File: src/rtl/ctrl_alias_pkg.sv
package ctrl_alias_pkg;
  localparam int DATA_W = 32;

  typedef struct packed {
    logic clrMask;
    logic setMask;
    logic wrFull;
    logic cmd;
    logic [DATA_W-1:0] data;
  } regStrobe_t;
endpackage

File: src/rtl/ctrl_alias_decode.sv
module ctrl_alias_decode
  import ctrl_alias_pkg::*;
#(
  parameter int ADDR_W = 12,
  parameter logic [ADDR_W-1:0] CLR_ADDR = 12'h03D,
  parameter logic [ADDR_W-1:0] SET_ADDR = 12'h03E,
  parameter logic [ADDR_W-1:0] FULL_ADDR = 12'h03F,
  parameter logic [ADDR_W-1:0] CMD_ADDR = 12'h02B
) (
  input  logic              wrEn,
  input  logic [ADDR_W-1:0] wrAddr,
  input  logic [DATA_W-1:0] wrData,
  output regStrobe_t        strb
);
  always_comb begin
    strb.clrMask = wrEn && (wrAddr == CLR_ADDR);
    strb.setMask = wrEn && (wrAddr == SET_ADDR);
    strb.wrFull  = wrEn && (wrAddr == FULL_ADDR);
    strb.cmd     = wrEn && (wrAddr == CMD_ADDR);
    strb.data    = wrData;
  end
endmodule

File: src/rtl/ctrl_alias_datapath.sv
module ctrl_alias_datapath
  import ctrl_alias_pkg::*;
#(
  parameter int ADDR_W = 12,
  parameter int NUM_SNAP = 4,
  parameter logic [ADDR_W-1:0] CLR_ADDR = 12'h03D,
  parameter logic [ADDR_W-1:0] SET_ADDR = 12'h03E,
  parameter logic [ADDR_W-1:0] FULL_ADDR = 12'h03F,
  parameter logic [ADDR_W-1:0] SNAP_BASE = 12'h100
) (
  input  logic                       clk,
  input  logic                       rstN,
  input  regStrobe_t                 strb,
  input  logic [NUM_SNAP*DATA_W-1:0] liveCounts,
  input  logic [ADDR_W-1:0]          rdAddr,
  output logic [DATA_W-1:0]          rdData,
  output logic [DATA_W-1:0]          ctrlWord,
  output logic                       cntClearStb,
  output logic                       cntSnapStb,
  output logic                       trigFireStb
);
  localparam int SNAP_W = DATA_W;

  logic [SNAP_W-1:0] shadow [NUM_SNAP];

  always_ff @(posedge clk) begin
    if (!rstN) begin
      ctrlWord <= '0;
    end else if (strb.wrFull) begin
      ctrlWord <= strb.data;
    end else if (strb.setMask) begin
      ctrlWord <= ctrlWord | strb.data;
    end else if (strb.clrMask) begin
      ctrlWord <= ctrlWord & ~strb.data;
    end
  end

  always_ff @(posedge clk) begin
    if (!rstN) begin
      cntClearStb <= 1'b0;
      cntSnapStb  <= 1'b0;
      trigFireStb <= 1'b0;
    end else begin
      cntClearStb <= strb.cmd && strb.data[0];
      cntSnapStb  <= strb.cmd && strb.data[1];
      trigFireStb <= strb.cmd && strb.data[2];
    end
  end

  for (genvar i = 0; i < NUM_SNAP; i++) begin : gSnap
    always_ff @(posedge clk) begin
      if (!rstN) shadow[i] <= '0;
      else if (cntSnapStb) shadow[i] <= liveCounts[i*SNAP_W +: SNAP_W];
    end
  end

  always_comb begin
    rdData = '0;
    if (rdAddr == CLR_ADDR || rdAddr == SET_ADDR || rdAddr == FULL_ADDR)
      rdData = ctrlWord;
    for (int i = 0; i < NUM_SNAP; i++) begin
      if (rdAddr == SNAP_BASE + ADDR_W'(i)) rdData = shadow[i];
    end
  end

  // Assertions next to the logic they guard
  assert_clear_R2: assert property (@(posedge clk) disable iff (!rstN)
    $past(rstN) && $past(strb.clrMask) && !$past(strb.setMask) && !$past(strb.wrFull)
      |-> ctrlWord == ($past(ctrlWord) & ~$past(strb.data)));

  assert_set_R3: assert property (@(posedge clk) disable iff (!rstN)
    $past(rstN) && $past(strb.setMask) && !$past(strb.wrFull)
      |-> ctrlWord == ($past(ctrlWord) | $past(strb.data)));

  assert_full_R4: assert property (@(posedge clk) disable iff (!rstN)
    $past(rstN) && $past(strb.wrFull) |-> ctrlWord == $past(strb.data));

  assert_hold_R5: assert property (@(posedge clk) disable iff (!rstN)
    $past(rstN) && !$past(strb.wrFull) && !$past(strb.setMask) && !$past(strb.clrMask)
      |-> $stable(ctrlWord));

  assert_strobe_src_R6: assert property (@(posedge clk) disable iff (!rstN)
    (cntClearStb || cntSnapStb || trigFireStb) |-> $past(strb.cmd));

  assert_snap_hold_R8: assert property (@(posedge clk) disable iff (!rstN)
    $past(rstN) && !$past(cntSnapStb) |-> $stable(shadow[0]));
endmodule

File: src/rtl/ctrl_alias_reg.sv
module ctrl_alias_reg
  import ctrl_alias_pkg::*;
#(
  parameter int ADDR_W = 12,
  parameter int NUM_SNAP = 4
) (
  input  logic                       clk,
  input  logic                       rstN,
  input  logic                       wrEn,
  input  logic [ADDR_W-1:0]          wrAddr,
  input  logic [DATA_W-1:0]          wrData,
  input  logic [ADDR_W-1:0]          rdAddr,
  output logic [DATA_W-1:0]          rdData,
  input  logic [NUM_SNAP*DATA_W-1:0] liveCounts,
  output logic [DATA_W-1:0]          ctrlWord,
  output logic                       cntClearStb,
  output logic                       cntSnapStb,
  output logic                       trigFireStb
);
  regStrobe_t strb;

  ctrl_alias_decode #(.ADDR_W(ADDR_W)) uDecode (
    .wrEn(wrEn), .wrAddr(wrAddr), .wrData(wrData), .strb(strb)
  );

  ctrl_alias_datapath #(.ADDR_W(ADDR_W), .NUM_SNAP(NUM_SNAP)) uData (
    .clk(clk), .rstN(rstN), .strb(strb), .liveCounts(liveCounts),
    .rdAddr(rdAddr), .rdData(rdData), .ctrlWord(ctrlWord),
    .cntClearStb(cntClearStb), .cntSnapStb(cntSnapStb), .trigFireStb(trigFireStb)
  );
endmodule

File: config.mk
export PLATFORM = sky130hd
export DESIGN_NAME = ctrl_alias_reg
export DESIGN_NICKNAME = d
export VERILOG_FILES = /design/src/rtl/ctrl_alias_pkg.sv /design/src/rtl/ctrl_alias_decode.sv /design/src/rtl/ctrl_alias_datapath.sv /design/src/rtl/ctrl_alias_reg.sv
export SDC_FILE = /design/constraint.sdc
export NUM_CORES = 1
export LEC_CHECK = 0
export BUFFER_PORTS_ARGS = -buffer_cell sky130_fd_sc_hd__buf_2
export CORE_AREA = 2 2 124 126
export CTS_BUF_LIST = sky130_fd_sc_hd__clkbuf_16
export DETAILED_ROUTE_END_ITERATION = 10
export DIE_AREA = 0 0 126 128
export GPL_TIMING_DRIVEN = 1
export HOLD_SLACK_MARGIN = 0.08
export PLACE_DENSITY = 0.85
export RECOVER_POWER = 25
export SYNTH_ARGS = -nofsm -noshare
export SYNTH_HDL_FRONTEND = slang
export SYNTH_SLANG_ARGS = --single-unit
File: constraint.sdc
create_clock -name clk -period 8.72 [get_ports clk]
set_input_delay 1.744 -clock clk [delete_from_list [all_inputs] [get_ports clk]]
set_output_delay 1.744 -clock clk [all_outputs]
set_load 0.05 [all_outputs]
# Word level (Yosys, flattened, before mapping)
# Memories as Yosys holds them, arrays and structs flattened.
# Index checks and enable logic that the tools add are counted.
# totals
reg_bits	35
ram_bits	128
inputBits	187
out_inout_bits	67
word_cells	49
mem_count	1
# memory_table
name	depth	word_bits	read_ports	rd_ports_with_merged_regs	wr	line_no	rtl
uData.shadow	4	32	4	0	4	ctrl_alias_datapath.sv:24	logic [SNAP_W-1:0] shadow [NUM_SNAP];
# op_classes
eq_ne	11
muxes	16
bitwise	7
reduce_logical	10
# ops
op	count
$mux 32	12
$eq 12x6->1 const B	7
$eq 12x9->1 const B	4
$and 32x32->32	1
$not 32->32	1
$or 32x32->32	1
$logic_and 1x1->1	7
$mux 1	4
$or 1x1->1	4
$reduce_bool 3->1	1
$logic_or 1x1->1	2

# Longest topological paths before layout
# Gate-level depths: netlist of run 1.
# depth
depth_word	8
mapped_depth	7
ltp_nobuf	4

# Hierarchy
# Synthesis of run 1 repeated with hierarchy kept, for this count alone.
# unflattened
cells_unflattened	678
hier_area_um2	8162.8
# by_module_without_submodules
module	n_inst	cells_per_inst	area_per_inst_um2
ctrl_alias_datapath	1	635	7831.3
ctrl_alias_decode	1	43	331.6

# Worst setup path before layout of run 1
# OpenSTA, ideal clock, no wires.
# synth_timing
path_kind	in2reg
start	in rstN
end	mem uData.shadow[0][0] (netlist name) (enable)
arrival_ns	4.974
t_required_ns	8.210
setup_slack_ns	3.236
cell_stages	3
cell_sequence	buf_6 -> clkbuf_1 -> nand2b_1
# synth_rtl
item	line_no	rtl
start: declaration	ctrl_alias_reg.sv:8	input logic rstN,
end: declaration	ctrl_alias_datapath.sv:24	

==> results.toml, run 1 <==
[sta]
clock_skew_ns = 0.00704
slew_viol_final = 106
fin_crit_sh = 0.687
hold_viol = 0
fmax_ghz = 0.167
finalSetupViolations = 0
grt_setup_unrepaired = "no"
min_period_ns = 5.99
worst_slack_ns = 2.73
tightest_slew_ns = 3.43
tns_ns = 0
maxSlewHeadroom = -1.29

[pwr]
p_switching_uw = 369
p_int_uw = 1280
p_clk_frac = 0.409
peakVddDrop_mv = 0.117
power.leakage_uw = 0.00472
comb_power_share = 0.072
power.density_nw_per_um2 = 169
p_sw_frac = 0.223
power_frac_seq = 0.519

[logic_synthesis]
synthDominantCellAreaShare = 0.481
synthMuxAreaShare = 0.0451
netlist_instances = 694
ys_seq_elements = 163
synthTopCellsByArea = "edfxtp_1 (48%), and3_1 (12%), dfxtp_1 (8.8%)"
synth.avg_cell_area_sq_um = 11.5
synth_cell_types = 32
synthXorXnorAreaFrac = 0
netlist_area_sq_um = 8000
yosysSeqAreaShare = 0.568
yosys_warnings = 0
yosysTopAreaCell = "edfxtp_1"
synth_compound_gate_area_share = 0.116
synth_top_family_by_area = "simple AND/OR/NAND/NOR gates"
synth_fp_nets = 881
synthSimpleGateAreaFrac = 0.226
synthAdderAreaFrac = 0

[placed_design]
dp_slack_ns = 2.94
dp_hpwl_mm = 15.5
port_buffers = 253
dp.cells = 1069
place_congestion = 0.940

[floorplan]
fp.dieH_um = 128
pin_count = 254
start_util = 0.538
std_cell_rows = 45
chipWidth_um = 126
dieArea_sq_um = 16100
core_area_sq_um = 14900

[global_routing]
antenna_found_initial = 2
grt.total_usage = 0.270
gr-total-overflow = 0
grt_pass1_vias = 6124
grt_pass1_wl_mm = 33.3
grt_max_degree = 130

[clocking]
cts_tree = "yes"
post-cts-setup-buffers = 0
clockBufferDepth = 2
clkSinkCount = 163
h-tree-depth = 4
worstSkewPairLatency_ns = 0.42
cts_made_buffers = 17
cts_root_buf = "clkbuf_16"
cts_resized = 0
clk_pin_slew_ns = 0.06
hold_buffers = 0

[hold_path]
whs_path_depth = 2
worstHoldPathType = "register to register"

[flow_run]
maxCapViolations = 1

[detailed_routing]
final_antenna_net_count = 0
drt_wl_total_mm = 21.9
drt_iter0_markers = 629
drt-pass1-iter-count = 7
viasPerCell = 5.85
routedWlPerCell_um = 19.8
num_vias = 6452
drc = 0

[worst_setup_path]
timing_worst_setup_path_type = "input pin to register"
cpPeakStageDelay_ns = 2.39
crit_chain = "clkbuf_1 -> nand2b_4 -> buf_4"
r2r_slack_ns = 5.65
cp.arrival_ns = 6.07
reg2reg_to = "uData.shadow[0][18]"
end_kind = "register"
cp_max_fo = 105
r2r_cells = 3
cp_slowest_cell = "clkbuf_1"
cp-start-kind = "input pin"
worstReg2RegStart = "uData.cntSnapStb"
crit_required_ns = 8.79

[final_layout]
finalNonFillerCells = 1102
area_delta_synth_final_pct = 22.1
final_nets = 1087
drive_above_1_share = 0.393

[outcome]
status = "finished, violations left"
violations = "max-capacitance violations, max-slew violations"
-- cells in the final DEF, fill, tap and decap left out, types with 2 or more instances in the layout --
cell type and n:
nand2_1 68, a22oi_1 32, o211ai_1 2, o211ai_2 30
nor3_1 3, dfxtp_1 34, nor2b_1 2, mux2_2 32
buf_4 9, nand4_1 24, clkbuf_16 17, clkinv_4 2
and2_1 6, nor4_4 2, nor2_1 47, diode_2 2
clkinv_1 2, and3_1 147, buf_2 252, a221o_1 11
nand3_1 19, clkinvlp_4 3, inv_1 4, o221ai_1 21
edfxtp_1 128
-- logic make-up (layout without fill, tap and decap cells) --
kind of cell | Yosys count | in the layout
flip-flops | 163 | 163
multiplexers | 32 | 32
AND/OR/NAND/NOR | 328 | 328
AO/OA/AOI/OAI | 96 | 96
buffers and inverters | 75 | 293
other | 0 | 2
-- worst max-delay path: cells and delay by family --
family / cells / cell delay (ns)
buffers and inverters: 2 / 3.09
AND/OR/NAND/NOR: 1 / 1.18
-- power by group through the flow --
stage | clock network, uW | registers, uW | logic, uW
2_1_floorplan | 0 | 873 | 57.2
3_3_place_gp | 0 | 871 | 115
3_5_place_dp | 0 | 872 | 117
4_1_cts | 683 | 855 | 118
5_1_grt | 713 | 857 | 130
6_report | 676 | 856 | 119
-- metal layers --
metal,GRT usage,vias to the layer above,part of all wire
li1,-,3069,-
met1,0.391,3017,0.45
met2,0.406,325,0.45
met3,0.0568,41,0.082
met4,0.0995,0,0.023
met5,0,-,0
-- Yosys cell counts, drive strengths merged --
cell type,n
or4,1
nor3b,1
nand2b,1
buf,17
nand4,24
nor3,3
nand4bb,1
and3,147
clkbuf,57
nor4b,1
dlygate4sd1,1
dfxtp,35
nor4bb,1
mux2,32
a22oi,32
o221ai,21
nor4,2
nand4b,1
and4,1
edfxtp,128
a221o,11
nor2b,3
nand2,68
nor2,47
and2,6
or3b,1
nand3,19
o211ai,32
-- per-stage QoR --
stage	area [sq um]	util	power [uW]	hold slack (ns)
2_1_floorplan	8000	-	930	0.702
3_3_place_gp	9230	0.621	986	0.471
3_5_place_dp	9230	0.621	989	0.477
4_1_cts	9760	0.656	1660	0.487
5_1_grt	9760	0.656	1700	0.507
6_report	9760	0.656	1650	0.489
-- worst max path at each step --
stage                         start                   to  slack [ns]
after floorplan                rstN   uData.shadow[0][0]        3.24
after global placement    rdAddr[4]           rdData[28]        2.97
after detailed placement  rdAddr[4]           rdData[28]        2.94
after CTS                 rdAddr[4]           rdData[28]        2.94
after global routing           rstN  uData.shadow[0][14]        2.12
final                          rstN  uData.shadow[0][18]        2.73
-- area by class of cell --
class / instances / area, sq um
Clock inverter: 14 / 103
Clock buffer: 17 / 425
Fill cell: 1195 / 5110
Tap cell: 188 / 235
Antenna cell: 2 / 5.00
Multi-Input combinational cell: 456 / 3110
Sequential cell: 163 / 4550
Timing Repair Buffer: 262 / 1330
(Power assumes the default switching activity.)
==> run 2, diff against run 1 <==
--- a/config.mk
+++ b/config.mk
@@ -6,13 +6,13 @@
 export NUM_CORES = 1
 export LEC_CHECK = 0
 export BUFFER_PORTS_ARGS = -buffer_cell sky130_fd_sc_hd__buf_2
-export CORE_AREA = 2 2 124 126
+export CORE_AREA = 2 2 129 131
 export CTS_BUF_LIST = sky130_fd_sc_hd__clkbuf_16
 export DETAILED_ROUTE_END_ITERATION = 10
-export DIE_AREA = 0 0 126 128
+export DIE_AREA = 0 0 131 133
 export GPL_TIMING_DRIVEN = 1
 export HOLD_SLACK_MARGIN = 0.08
-export PLACE_DENSITY = 0.85
+export PLACE_DENSITY = 0.8
 export RECOVER_POWER = 25
 export SYNTH_ARGS = -nofsm -noshare
 export SYNTH_HDL_FRONTEND = slang
==> constraint.sdc (replaced) <==
create_clock -name clk -period 6 [get_ports clk]
set_input_delay 1.2 -clock clk [delete_from_list [all_inputs] [get_ports clk]]
set_output_delay 1.2 -clock clk [all_outputs]
set_load 0.05 [all_outputs]
==> results.toml, run 2 (same netlist as run 1, synthesis figures left out) <==
[outcome]
status = "finished, final reports clean"

[detailed_routing]
routedWlPerCell_um = 19.0
viasPerCell = 5.56
drt-pass1-iter-count = 7
num_vias = 6317
drc = 0
drt_iter0_markers = 404
final_antenna_net_count = 0
drt_wl_total_mm = 21.6

[placed_design]
dp_hpwl_mm = 15.1
place_congestion = 0.907
port_buffers = 253

[clocking]
cts_tree = "yes"
h-tree-depth = 4
cts_made_buffers = 17
clk_pin_slew_ns = 0.07
cts_resized = 0
hold_buffers = 0
clkSinkCount = 163
post-cts-setup-buffers = 0
clockBufferDepth = 2
worstSkewPairLatency_ns = 0.42
cts_root_buf = "clkbuf_16"

[global_routing]
grt_pass1_vias = 5799
grt.total_usage = 0.244
gr-total-overflow = 0
antenna_found_initial = 4
grt_pass1_wl_mm = 31.9
grt_max_degree = 131

[floorplan]
std_cell_rows = 47
pin_count = 254
chipWidth_um = 131
fp.dieH_um = 133
start_util = 0.494
dieArea_sq_um = 17400
core_area_sq_um = 16200

[final_layout]
drive_above_1_share = 0.377
layout_commonest_cell = "buf_2"
final_cell_mix = "buf_2 (233), and3_1 (147), edfxtp_1 (128)"
area_delta_synth_final_pct = 23.2
final_nets = 1086
fill_cells = 1357

[sta]
tightest_slew_ns = 1.16
holdWs_ns = 0.486
tns_ns = 0
slew_viol_final = 0
finalSetupViolations = 0
hold_viol = 0
clock_skew_ns = 0.00653
maxSlewHeadroom = 0.222
fmax_ghz = 0.212
fin_crit_sh = 0.787
min_period_ns = 4.72
grt_setup_unrepaired = "no"

[worst_setup_path]
cp.arrival_ns = 3.52
cp_max_fo = 22
crit_required_ns = 4.80
cp-start-kind = "input pin"
end_kind = "output pin"
timing_worst_setup_path_type = "input pin to output pin"

[pwr]
power.density_nw_per_um2 = 250
peakVddDrop_mv = 0.196
power.leakage_uw = 0.00466
finalPower_uw = 2460

[hold_path]
worstHoldPathType = "register to register"

[flow_run]
maxCapViolations = 0
run 2: critical path, stage by stage:
cell and delay, ns:
buf_2 0.10, nor3_1 0.39, and2_1 0.69, and4_1 0.63, a221o_1 0.24, buf_2 0.26
run 2: final cells by class:
class | count | area [sq um] | area share
well taps | 220 | 275 | 0.0280
flip-flops and latches | 163 | 4550 | 0.462
diodes | 4 | 10.0 | 0.00102
clock buffers | 17 | 425 | 0.0432
multi-input cells | 456 | 3110 | 0.316
clock inverters | 15 | 140 | 0.0142
repair buffers | 261 | 1340 | 0.136
run 2: per-stage QoR:
step	cell area, sq um	instances	util	setup WS, ns
floorplan	8000	694	-	1.06
global placement	9290	1100	0.575	1.40
detailed placement	9290	1100	0.575	1.30
CTS	9860	1132	0.610	1.30
global route	9850	1136	0.609	1.11
finish	9850	1136	0.609	1.28
run 2: power by group:
part	switching [uW]	internal, uW
Clock	442	608
Combinational	103	68.3
Sequential	6.15	1240
Total	551	1910
run 2: layer usage:
layer	global-route usage	wire, um
met5	0	0
met1	0.349	9870
met4	0.0798	295
met3	0.0485	1450
met2	0.373	10000
run 2: path summary, 6_finish.rpt:
check | start | endpoint | slack (ns) | cells after the start
worst max-delay path | rdAddr[11] | rdData[17] | 1.28 | 6
worst min-delay path | register | register | 0.49 | 2
worst max register to register | uData.cntSnapStb | uData.shadow[1][17] | 2.95 | 2
worst min register to register | register | register | 0.49 | 2
==> run 3, diff against run 2 <==
--- a/config.mk
+++ b/config.mk
@@ -5,11 +5,12 @@
 export SDC_FILE = /design/constraint.sdc
 export NUM_CORES = 1
 export LEC_CHECK = 0
+export ABC_AREA = 1
 export BUFFER_PORTS_ARGS = -buffer_cell sky130_fd_sc_hd__buf_2
-export CORE_AREA = 2 2 129 131
+export CORE_AREA = 2 2 132 134
 export CTS_BUF_LIST = sky130_fd_sc_hd__clkbuf_16
 export DETAILED_ROUTE_END_ITERATION = 10
-export DIE_AREA = 0 0 131 133
+export DIE_AREA = 0 0 134 136
 export GPL_TIMING_DRIVEN = 1
 export HOLD_SLACK_MARGIN = 0.08
 export PLACE_DENSITY = 0.8
==> constraint.sdc (replaced) <==
create_clock -name clk -period 4.4 [get_ports clk]
set_input_delay 0.88 -clock clk [delete_from_list [all_inputs] [get_ports clk]]
set_output_delay 0.88 -clock clk [all_outputs]
set_load 0.05 [all_outputs]
==> results.toml, run 3 <==
[logic_synthesis]
synth-edff-count = 128
synth_top_family_by_area = "simple AND/OR/NAND/NOR gates"
synthAdderAreaFrac = 0
synth_compound_gate_area_share = 0.0242
synthMuxAreaShare = 0
post-synth-top-count-cell = "nand2_1"
yosys_warnings = 0
synthSimpleGateAreaFrac = 0.330
yosysSeqAreaShare = 0.533
synth.avg_cell_area_sq_um = 8.00
yosysTopAreaCell = "edfxtp_1"
synthXorXnorAreaFrac = 0
netlist_instances = 1066
synthTopCellsByArea = "edfxtp_1 (45%), nand2_1 (12%), dfxtp_1 (8.2%)"
netlist_area_sq_um = 8530
ys.flop_type = "edfxtp_1"
synth_cell_types = 31
synth_fp_nets = 1253
ys_seq_elements = 163
ys_top_cells_by_count = "nand2_1 (270), nor2_1 (174), inv_1 (170)"
async_reset_ff_frac = 0
synthDominantCellAreaShare = 0.451

[worst_setup_path]
end_kind = "output pin"
cp.arrival_ns = 2.85
crit_required_ns = 3.52
timing_worst_setup_path_type = "input pin to output pin"
cp-start-kind = "input pin"
cp_max_fo = 42
r2r_slack_ns = 1.38

[floorplan]
start_util = 0.505
chipWidth_um = 134
std_cell_rows = 48
pin_count = 254
dieArea_sq_um = 18200
fp.dieH_um = 136
core_area_sq_um = 16900

[outcome]
status = "finished, violations left"
violations = "max-capacitance violations, max-slew violations"

[final_layout]
fill_cells = 1492
final_area_sq_um = 10500
final_cell_mix = "nand2_1 (270), buf_2 (252), nor2_1 (173)"
drive_above_1_share = 0.277
final_nets = 1480
area_delta_synth_final_pct = 23.1
layout_commonest_cell = "nand2_1"

[flow_run]
maxCapViolations = 2

[clocking]
worstSkewPairLatency_ns = 0.42
clk_pin_slew_ns = 0.07
cts_resized = 0
cts_root_buf = "clkbuf_16"
clockBufferDepth = 2
cts_tree = "yes"
clkSinkCount = 163
cts_made_buffers = 17
hold_buffers = 0
h-tree-depth = 4
post-cts-setup-buffers = 0

[sta]
min_period_ns = 3.73
slew_viol_final = 98
maxSlewHeadroom = -0.589
tightest_slew_ns = 2.38
holdWs_ns = 0.487
clock_skew_ns = 0.00637
tns_ns = 0
fin_crit_sh = 0.848
fmax_ghz = 0.268
finalSetupViolations = 0
hold_viol = 0
grt_setup_unrepaired = "no"

[global_routing]
grt_pass1_vias = 7007
grt_pass1_wl_mm = 35.7
antenna_found_initial = 3
grt_max_degree = 104
grt.total_usage = 0.255
gr-total-overflow = 0

[placed_design]
port_buffers = 253
place_congestion = 0.866
dp_hpwl_mm = 16.4
placed_cell_area_sq_um = 9930

[pwr]
comb_power_share = 0.062
peakVddDrop_mv = 0.274
p_int_uw = 2610
power.leakage_uw = 0.00539
power.density_nw_per_um2 = 322
p_clk_frac = 0.438
p_switching_uw = 767
finalPower_uw = 3380
power_frac_seq = 0.501
p_sw_frac = 0.227

[detailed_routing]
viasPerCell = 4.94
drt_iter0_markers = 702
drt_wl_total_mm = 23.0
routedWlPerCell_um = 15.0
drc = 0
num_vias = 7573
drt-pass1-iter-count = 5
final_antenna_net_count = 0

[hold_path]
worstHoldPathType = "register to register"
-- run 3: power by group through the flow --
stage / Combinational, uW / Sequential (uW) / Clock, uW
global route: 231 / 1700 / 1560
global placement: 206 / 1730 / 0
detailed placement: 208 / 1730 / 0
floorplan: 92.4 / 1730 / 0
CTS: 210 / 1690 / 1510
finish: 208 / 1690 / 1480
-- run 3: critical path, stage by stage --
cell     delay (ns)
buf_2          0.10
nor2_1         0.19
nand2_2        0.16
nor2_8         0.33
nand3_1        0.15
inv_2          0.51
a21oi_1        0.09
o21ai_1        0.13
nand2_1        0.08
buf_2          0.21
-- run 3: metrics by stage --
stage               worst slack, ns  instances   util
global placement              0.763       1499  0.588
finish                        0.669       1532  0.622
detailed placement            0.695       1499  0.588
global route                  0.490       1532  0.622
floorplan                     0.906       1066      -
CTS                           0.673       1531  0.623
-- run 3: final timing paths --
| path | from | to | depth (start not counted) |
|---|---|---|---|
| worst max-delay path | rdAddr[11] | rdData[12] | 10 |
| worst min-delay path | register | register | 2 |
| worst max register to register | uData.cntSnapStb | uData.shadow[0][2] | 3 |
| worst min register to register | register | register | 2 |
-- run 3: cells by family after synthesis --
logic type,Yosys count
AO/OA/AOI/OAI,39
flip-flops,163
AND/OR/NAND/NOR,626
buffers and inverters,238
-- run 3: layout make-up --
cell class / instances / area (sq um) / share of cell area
Tap cell: 225 / 282 / 0.0268
Multi-Input combinational cell: 665 / 3030 / 0.289
Clock buffer: 17 / 425 / 0.0405
Sequential cell: 163 / 4540 / 0.433
Inverter: 178 / 671 / 0.0639
Timing Repair Buffer: 268 / 1390 / 0.132
Clock inverter: 15 / 155 / 0.0148
Antenna cell: 1 / 2.50 / 0.000238
-- run 3: per-layer routing --
layer  vias up  part of all wire  track usage
met2       328              0.47        0.417
met1      3416              0.43        0.346
met5         -           0.00057            0
met4         2             0.016       0.0757
li1       3800                 -            -
met3        27             0.082       0.0522
